`src/rtl/timer_pkg.sv`:
```
package timer_pkg;
  // Write strobes from the control section to one timer lane.
  typedef struct packed {
    logic reload;
    logic count;
    logic ctrl;
  } tmrStrobe_t;

  // Word offsets inside one timer's 16-byte window.
  localparam logic [1:0] OFF_RELOAD = 2'd0;
  localparam logic [1:0] OFF_COUNT  = 2'd1;
  localparam logic [1:0] OFF_CTRL   = 2'd2;

  localparam int RATE_W = 2;                 // width of the rate code
  localparam int NUM_RATES = 1 << RATE_W;    // divide by 1,2,4,8
endpackage

```
`src/rtl/timer_prescaler.sv`:
```
module timer_prescaler #(
  parameter int NUM_RATES = 4,
  localparam int PRE_W = (NUM_RATES > 1) ? NUM_RATES - 1 : 1
) (
  input  logic                 clk,
  input  logic                 rstN,
  output logic [NUM_RATES-1:0] rateTick
);
  logic [PRE_W-1:0] preCnt;

  always_ff @(posedge clk) begin
    if (!rstN) preCnt <= '0;
    else       preCnt <= preCnt + 1'b1;
  end

  // Rate k fires when the low k bits are all ones.
  assign rateTick[0] = 1'b1;
  for (genvar k = 1; k < NUM_RATES; k++) begin : gRate
    assign rateTick[k] = &preCnt[k-1:0];
  end
endmodule

```
`src/rtl/timer_ctrl.sv`:
```
module timer_ctrl
  import timer_pkg::*;
#(
  parameter int N = 2,
  parameter int CNT_W = 32,
  localparam int IDX_W = (N > 1) ? $clog2(N) : 1,
  localparam int ADDR_W = 4 + IDX_W
) (
  input  logic                       clk,
  input  logic                       rstN,
  input  logic [ADDR_W-1:0]          busAddr,
  input  logic                       busWrEn,
  input  logic                       busUserMode,
  input  logic [N-1:0][CNT_W-1:0]    reloadArr,
  input  logic [N-1:0][CNT_W-1:0]    cntArr,
  input  logic [N-1:0][CNT_W-1:0]    ctrlArr,
  output tmrStrobe_t [N-1:0]         stb,
  output logic [CNT_W-1:0]           busRdData,
  output logic                       protFault
);
  logic              aligned;
  logic [IDX_W-1:0]  idx;
  logic [1:0]        off;
  logic              superWr;

  assign aligned = (busAddr[1:0] == 2'b00);
  assign idx     = busAddr[ADDR_W-1:4];
  assign off     = busAddr[3:2];
  assign superWr = busWrEn && !busUserMode && aligned;

  for (genvar t = 0; t < N; t++) begin : gStb
    logic hit;
    assign hit = superWr && (idx == IDX_W'(t));
    assign stb[t].reload = hit && (off == OFF_RELOAD);
    assign stb[t].count  = hit && (off == OFF_COUNT);
    assign stb[t].ctrl   = hit && (off == OFF_CTRL);
  end

  always_ff @(posedge clk) begin
    if (!rstN) protFault <= 1'b0;
    else       protFault <= busWrEn && busUserMode;
  end

  always_comb begin
    busRdData = '0;
    if (aligned && (int'(idx) < N)) begin
      case (off)
        OFF_RELOAD: busRdData = reloadArr[idx];
        OFF_COUNT:  busRdData = cntArr[idx];
        OFF_CTRL:   busRdData = ctrlArr[idx];
        default:    busRdData = '0;
      endcase
    end
  end
endmodule

```
`src/rtl/timer_datapath.sv`:
```
module timer_datapath
  import timer_pkg::*;
#(
  parameter int N = 2,
  parameter int CNT_W = 32
) (
  input  logic                     clk,
  input  logic                     rstN,
  input  tmrStrobe_t [N-1:0]       stb,
  input  logic [CNT_W-1:0]         wrData,
  input  logic [NUM_RATES-1:0]     rateTick,
  output logic [N-1:0][CNT_W-1:0]  reloadArr,
  output logic [N-1:0][CNT_W-1:0]  cntArr,
  output logic [N-1:0][CNT_W-1:0]  ctrlArr,
  output logic [N-1:0]             enArr,
  output logic [N-1:0]             autoArr,
  output logic [N-1:0]             irq
);
  for (genvar t = 0; t < N; t++) begin : gLane
    logic [CNT_W-1:0]  reloadQ, cntQ, pendVal;
    logic              enQ, autoQ, pendQ, irqQ;
    logic [RATE_W-1:0] rateQ;
    logic              step;

    assign step = enQ && rateTick[rateQ];

    always_ff @(posedge clk) begin
      if (!rstN) begin
        reloadQ <= '0; cntQ <= '0; pendVal <= '0;
        enQ <= 1'b0; autoQ <= 1'b0; pendQ <= 1'b0; irqQ <= 1'b0;
        rateQ <= '0;
      end else begin
        irqQ <= 1'b0;
        if (step) begin
          if (pendQ) begin
            cntQ  <= pendVal;
            pendQ <= 1'b0;
          end else if (cntQ == CNT_W'(1)) begin
            irqQ <= 1'b1;
            if (autoQ) cntQ <= reloadQ;
            else begin
              cntQ <= '0;
              enQ  <= 1'b0;
            end
          end else if (cntQ == '0) begin
            if (autoQ) cntQ <= reloadQ;
            else       enQ  <= 1'b0;
          end else begin
            cntQ <= cntQ - 1'b1;
          end
        end
        // Register writes override the step's effect on the same field.
        if (stb[t].reload) reloadQ <= wrData;
        if (stb[t].count) begin
          if (enQ) begin
            pendQ   <= 1'b1;
            pendVal <= wrData;
          end else begin
            cntQ  <= wrData;
            pendQ <= 1'b0;
          end
        end
        if (stb[t].ctrl) begin
          enQ   <= wrData[0];
          autoQ <= wrData[1];
          rateQ <= wrData[2 +: RATE_W];
        end
      end
    end

    assign reloadArr[t] = reloadQ;
    assign cntArr[t]    = cntQ;
    assign ctrlArr[t]   = CNT_W'({rateQ, autoQ, enQ});
    assign enArr[t]     = enQ;
    assign autoArr[t]   = autoQ;
    assign irq[t]       = irqQ;
  end
endmodule

```
`src/rtl/dual_interval_timer.sv`:
```
module dual_interval_timer
  import timer_pkg::*;
#(
  parameter int N = 2,
  parameter int CNT_W = 32,
  localparam int IDX_W = (N > 1) ? $clog2(N) : 1,
  localparam int ADDR_W = 4 + IDX_W
) (
  input  logic              clk,
  input  logic              rstN,
  input  logic [ADDR_W-1:0] busAddr,
  input  logic              busWrEn,
  input  logic              busUserMode,
  input  logic [CNT_W-1:0]  busWrData,
  output logic [CNT_W-1:0]  busRdData,
  output logic [N-1:0]      tmrIrq,
  output logic              protFault
);
  tmrStrobe_t [N-1:0]        stb;
  logic [NUM_RATES-1:0]      rateTick;
  logic [N-1:0][CNT_W-1:0]   reloadArr, cntArr, ctrlArr;
  logic [N-1:0]              enArr, autoArr;

  timer_prescaler #(.NUM_RATES(NUM_RATES)) uPre (
    .clk(clk), .rstN(rstN), .rateTick(rateTick)
  );

  timer_ctrl #(.N(N), .CNT_W(CNT_W)) uCtrl (
    .clk(clk), .rstN(rstN), .busAddr(busAddr), .busWrEn(busWrEn),
    .busUserMode(busUserMode), .reloadArr(reloadArr), .cntArr(cntArr),
    .ctrlArr(ctrlArr), .stb(stb), .busRdData(busRdData), .protFault(protFault)
  );

  timer_datapath #(.N(N), .CNT_W(CNT_W)) uDp (
    .clk(clk), .rstN(rstN), .stb(stb), .wrData(busWrData), .rateTick(rateTick),
    .reloadArr(reloadArr), .cntArr(cntArr), .ctrlArr(ctrlArr),
    .enArr(enArr), .autoArr(autoArr), .irq(tmrIrq)
  );
endmodule

```
`config.mk`:
```
export PLATFORM = sky130hd
export DESIGN_NAME = dual_interval_timer
export DESIGN_NICKNAME = d
export VERILOG_FILES = /design/src/rtl/timer_pkg.sv /design/src/rtl/timer_prescaler.sv /design/src/rtl/timer_ctrl.sv /design/src/rtl/timer_datapath.sv /design/src/rtl/dual_interval_timer.sv
export SDC_FILE = /design/constraint.sdc
export NUM_CORES = 1
export LEC_CHECK = 0
export CAP_MARGIN = 20
export CORE_MARGIN = 10
export CORE_UTILIZATION = 45
export CTS_BUF_LIST = sky130_fd_sc_hd__clkbuf_4
export CTS_CLUSTER_DIAMETER = 50
export DETAILED_ROUTE_END_ITERATION = 10
export DONT_BUFFER_PORTS = 1
export PLACE_DENSITY = 0.66
export REMOVE_ABC_BUFFERS = 1
export SLEW_MARGIN = 5
export SYNTH_ARGS = -nofsm -noshare
export SYNTH_HDL_FRONTEND = slang
export SYNTH_SLANG_ARGS = --single-unit
```
`constraint.sdc`:
```
create_clock -name clk -period 4.5 [get_ports clk]
set_clock_uncertainty 0.05 [all_clocks]
set_input_delay 0.675 -clock clk [delete_from_list [all_inputs] [get_ports clk]]
set_output_delay 0.675 -clock clk [all_outputs]
set_load 0.02 [all_outputs]
```
Yosys cells after proc, flatten, opt, wreduce, memory -nomap -nowiden:

Index checks and enable logic that the tools add are counted.

* bits in registers: 208
* bits in latches: 0
* bits in writable memories: 0
* bits in read-only memories: 0
* bits of input ports: 41
* output and inout bits: 35
* word-level logic and storage cells: 114
* memories kept: 0

* add/subtract/negate cells: 3
* multiply operators: 0
* div/mod/pow operators: 0
* $lt $le $gt $ge: 3
* eq/ne operators: 6
* shift operators: 0
* mux-type cells: 48
* bitwise gates (word level): 4
* reductions and logical operators: 32

Operators by type and width (number)
* two-way mux 32 bit: 22
* one-hot mux 32 bit (3 select lines): 1
* == test 32 x 1 -> 1 bit, second input constant: 2
* zero test 32 bit: 2
* subtractor 32 x 1 -> 32 bit, second input constant: 2
* two-way mux 1 bit: 22
* logical AND 1 bit: 13
* AND reduction 3 bit: 3
* nonzero test 2 bit: 4
* < comparator 2 x 3 -> 1 bit, second input constant: 2
* AND reduction 2 bit: 3
* nonzero test 3 bit: 2
* OR reduction 3 bit: 2
* binary-select mux 1 bit (select 2 bit): 2
* zero test 2 bit: 2
* two-way mux 4 bit: 1
* inequality test 2 bit, second input constant: 2
* inverter 1 bit: 4
* adder 3 x 1 -> 3 bit, second input constant: 1
* == test 2 x 1 -> 1 bit, second input constant: 1
* == test 2 bit, second input constant: 1
* < comparator 1 x 2 -> 1 bit, second input constant: 1
* zero test 1 bit: 1

Logic depth before layout (Yosys ltp):

* depth after elaboration: 7
* gate-level depth with buffers: 10

By module:

A second synthesis with hierarchy kept.

* cell total of the unflattened synthesis: 1635
* area total of the unflattened synthesis: 13126.3 um^2

By module, submodules not included
* timer_datapath: instances 1, cells each 1459, area an instance 11348.4 um^2
* timer_ctrl: instances 1, cells each 165, area an instance 1647.8 um^2
* timer_prescaler: instances 1, cells each 11, area an instance 130.1 um^2

Worst setup path before layout:

Ideal clock, no wire load.

* path type: input port to output port
* from: input busAddr[4]
* to: output busRdData[0]
* arrival time: 2.269 ns
* setup slack: 1.506 ns
* stages on the path: 5
* cell sequence: clkbuf_1 -> buf_1 -> clkbuf_1 -> a211oi_1 -> a211oi_1

* longest elaborated chain between the ends: 4
* elaborated cells on any way between the ends: 8
* those cells by class: 8 x mux

Ends and longest elaborated chain
* start: declaration: line dual_interval_timer.sv:11 `input logic [ADDR_W-1:0] busAddr,`
* two-way mux 4 bit (not written as such), or another cell as far along: line timer_ctrl.sv:50 `OFF_CTRL: busRdData = ctrlArr[idx];`
* two-way mux 32 bit, on equally long branches: line timer_ctrl.sv:50, timer_ctrl.sv:48, timer_ctrl.sv:49
* one-hot mux 32 bit (3 select lines) *: line timer_ctrl.sv:47 `case (off)`
* two-way mux 32 bit *: line timer_ctrl.sv:46 `if (aligned && (int'(idx) < N)) begin`
* end: declaration: line dual_interval_timer.sv:15 `output logic [CNT_W-1:0] busRdData,`

Mark *: on every way between the ends. The rest lies on a longest branch, timed or not. The select of a mux whose other input is x is not followed.

Worst setup path after layout:

* from: register uDp.gLane[1].cntQ[16]
* to: register uDp.gLane[1].cntQ[26]

* longest elaborated chain between the ends: 7
* elaborated cells on any way between the ends: 9
* those cells by class: 1 x add/sub; 1 x eq/ne; 6 x mux; 1 x reduce/logical

Ends and longest elaborated chain
* start: declaration: line timer_datapath.sv:20 `logic [CNT_W-1:0] reloadQ, cntQ, pendVal;`
* start signal: assignment: line timer_datapath.sv:36 `cntQ <= pendVal;`
* start signal: assignment: line timer_datapath.sv:40 `if (autoQ) cntQ <= reloadQ;`
* start signal: assignment: line timer_datapath.sv:46 `if (autoQ) cntQ <= reloadQ;`
* subtractor 32 x 1 -> 32 bit or zero test 32 bit (tied branches): line timer_datapath.sv:49, timer_datapath.sv:45
* two-way mux 32 bit: line timer_datapath.sv:45 `end else if (cntQ == '0) begin`
* two-way mux 32 bit *: line timer_datapath.sv:38 `end else if (cntQ == CNT_W'(1)) begin`
* two-way mux 32 bit *: line timer_datapath.sv:35 `if (pendQ) begin`
* two-way mux 32 bit *: line timer_datapath.sv:34 `if (step) begin`
* two-way mux 32 bit: line timer_datapath.sv:55 `if (enQ) begin`
* two-way mux 32 bit *: line timer_datapath.sv:54 `if (stb[t].count) begin`

Mark *: on every way between the ends. The rest lies on a longest branch, timed or not.
A chain may end at the register's enable or synchronous reset.

==> metrics.cfg <==
[outcome]
status=finished with violations
violations=design-rule violations

[finish]
fin_util=0.499
register_area_sq_um=4160
fin_nets=1623
nFillCells=2642
fin_area_sq_um=13500
drive_above_1_share=0.114
syn2layout_area_growth_pct=8.72
multi_input_area_sq_um=7700

[setup_path]
cp-start-kind=flop
reg2reg_slack_ps=1170
crit_path_end_kind=flop
crit_type=reg -> reg
critPathCapture=uDp.gLane[1].cntQ[26]$_SDFF_PN0_
reg2reg_to=uDp.gLane[1].cntQ[26]$_SDFF_PN0_
crit_required_ps=5050
r2r_start=uDp.gLane[1].cntQ[16]$_SDFF_PN0_
critPathArrivalTime_ps=3880
cp-startpoint=uDp.gLane[1].cntQ[16]$_SDFF_PN0_
path_max_fanout=13
reg2reg_depth=6

[drt]
wire_per_inst_um=23.6
wl_um=47200
vias=12727
via_per_inst=6.36
ant_nets=0
dr.pass1.iters=10
first_iter_violations=1530
route.detailed.drc=2

[floorplanning]
initial_utilization=0.459
rows=60
fp.dieW_um=186
die_area_sq_um=34700
core_area_sq_um=27100
die_h_um=186
ios=76

[clock_tree]
worstSkewPairLatency_ps=750
htreeDepth=2
clk_pin_slew_ps=60
postCtsSetupBuffers=0
cts_tree=done
cts_root_buffer=clkbuf_4
cts_buffers=59
cts_resized=0
cts_sinks=208
cts_buffer_depth=3

[yosys]
synthMostInstantiatedCell=nand2_1
async_flop_share=0
ys_warn_count=0
synth.largest_area_cell=dfxtp_1
synth_edf_count=0
netlist_instances=1608
synthFlopType=dfxtp_1
ys_seq_area_frac=0.335
synth-seq-cells=208
synth_cell_types=72
synthTopCellsByCount=nand2_1, dfxtp_1, a21boi_0
syn_avg_cell_area_sq_um=7.74
synth_top_cell_area_share=0.335
syn-cell-area_sq_um=12400
ys_top_cells_by_area=dfxtp_1, nand2_1, a21boi_0

[placement]
gp_congestion=0.940
dp_slack_ps=1320
placed_area_sq_um=12600
port_buffers=0
dp_hpwl_um=29400

[sta]
fin_crit_sh=0.740
finalSetupViolations=0
period_minus_slack_ps=3330
setup_ws_ps=1170
fmax_ghz=0.300
relSlewSlack=0.227
rsz0062_at_grt=no
tightest_slew_ps=1150
finalSetupTns_ps=0
drv_slew=0
hold_viol=0

[grt]
grt-ovfl-total=0
grt_pass1_wl_um=72200
grt_pass1_vias=12011
antenna_found_initial=2
grt_max_degree=209
grt.total_usage=0.258

[power]
leakagePower_nw=4.84
ir_drop_uv=165
powerDensity_nw_per_um2=315
p_total_mw=4.27

[min_path]
min_from=busWrData[17]
worst_hold_path_type=in -> reg

[flow_run]
maxCapViolCount=0

## per-layer routing
metal / part of all wire / global-route usage / vias up
li1: - / - / 5790
met4: 0.041 / 0.116 / 2
met2: 0.43 / 0.383 / 791
met3: 0.12 / 0.0836 / 149
met5: 0.00023 / 0 / -
met1: 0.41 / 0.332 / 5995
## cell families (layout without fill, tap and decap cells)
logic type,Yosys count,after routing,share of synthesized area
and+or+nand+nor,676,676,0.260
AOI/OAI and AO/OA,459,459,0.250
DFF,208,208,0.335
buffers and inverters,150,166,0.0492
muxes,80,80,0.0802
xor gates and xnor gates,29,29,0.0204
adders and majority gates,6,6,0.00603
other,0,4,0
## layout by cell type, fill, tap and decap left out, types with 6 or more instances in the layout
cell	synthesis	layout
nor2_1	60	57
nor3_1	33	30
o21ai_0	83	83
nand2b_1	8	8
a41oi_1	16	16
xor2_1	17	17
buf_4	3	38
inv_1	10	10
mux2i_1	60	60
clkinv_1	0	15
or3_1	18	17
nor4_1	25	25
nand2_1	342	341
and3_1	28	28
o22ai_1	14	14
clkbuf_4	0	91
or4_1	15	15
a211o_1	8	8
mux4_2	14	14
a221oi_1	6	6
a21boi_0	131	131
a31oi_1	15	15
xnor2_1	12	12
dfxtp_1	208	208
ha_1	6	6
a211oi_1	27	27
o221ai_1	6	6
nor4_2	7	7
a21oi_1	79	79
o41ai_1	7	7
nand4_1	8	8
nor2b_1	25	25
nand3_1	62	62
a21o_1	10	10
dlygate4sd3_1	0	9
o211ai_1	15	15
and2_1	19	19
## worst max-delay path: stages (launching register included)
cell,delay (ps)
dfxtp_1,390
or3_1,580
nor4_2,620
and4_1,710
nor2_1,370
a221oi_1,410
nor2_1,70
## through the flow
step | hold slack, ps | std cells
after floorplan | 380 | 1468
after global placement | 395 | 1878
after detailed placement | 403 | 1878
after CTS | 0.245 | 1996
after global routing | 11.2 | 2000
final | 27.5 | 2000
## what timing repair did
item	CTS	global route
hold buffers	9	0
endpoints found under the setup margin	0	0
endpoints found under the hold margin	21	0
## worst min path at each step
stage | end | slack [ps] | cells past startpoint
2_1_floorplan | uPre.preCnt[0]$_SDFF_PN0_ | 380 | 1
3_3_place_gp | uDp.gLane[0].pendVal[13]$_SDFFE_PN0P_ | 400 | 2
3_5_place_dp | uDp.gLane[0].pendVal[2]$_SDFFE_PN0P_ | 400 | 2
4_1_cts | uDp.gLane[0].reloadQ[17]$_SDFFE_PN0P_ | 0.2 | 2
5_1_grt | uDp.gLane[1].reloadQ[9]$_SDFFE_PN0P_ | 10 | 2
6_report | uDp.gLane[0].reloadQ[17]$_SDFFE_PN0P_ | 30 | 2
## final cells by class
type                            count  share of cell area
Antenna cell                        4            0.000740
Tap cell                          372              0.0344
Clock buffer                       91              0.0505
Timing Repair Buffer               47              0.0277
Sequential cell                   208               0.308
Inverter                           10             0.00277
Multi-Input combinational cell   1250               0.569
Clock inverter                     18             0.00731
## flip-flops by register name, summed over array words and instances (netlist names)
name / count
uDp.gLane.cntQ: 64
uDp.gLane.pendVal: 64
uDp.gLane.reloadQ: 64
uDp.gLane.rateQ: 4
uPre.preCnt: 3
uDp.gLane.autoQ: 2
uDp.gLane.enQ: 2
uDp.gLane.irqQ: 2
uDp.gLane.pendQ: 2
uCtrl.protFault: 1
## where the power goes
group          leakage [nW]  internal [mW]  switching, mW
clock network         0.465          0.973          0.868
registers              1.68           1.85         0.0170
logic                  2.70          0.212          0.346
total                  4.84           3.04           1.23
Power figures use the tool's default switching activity.
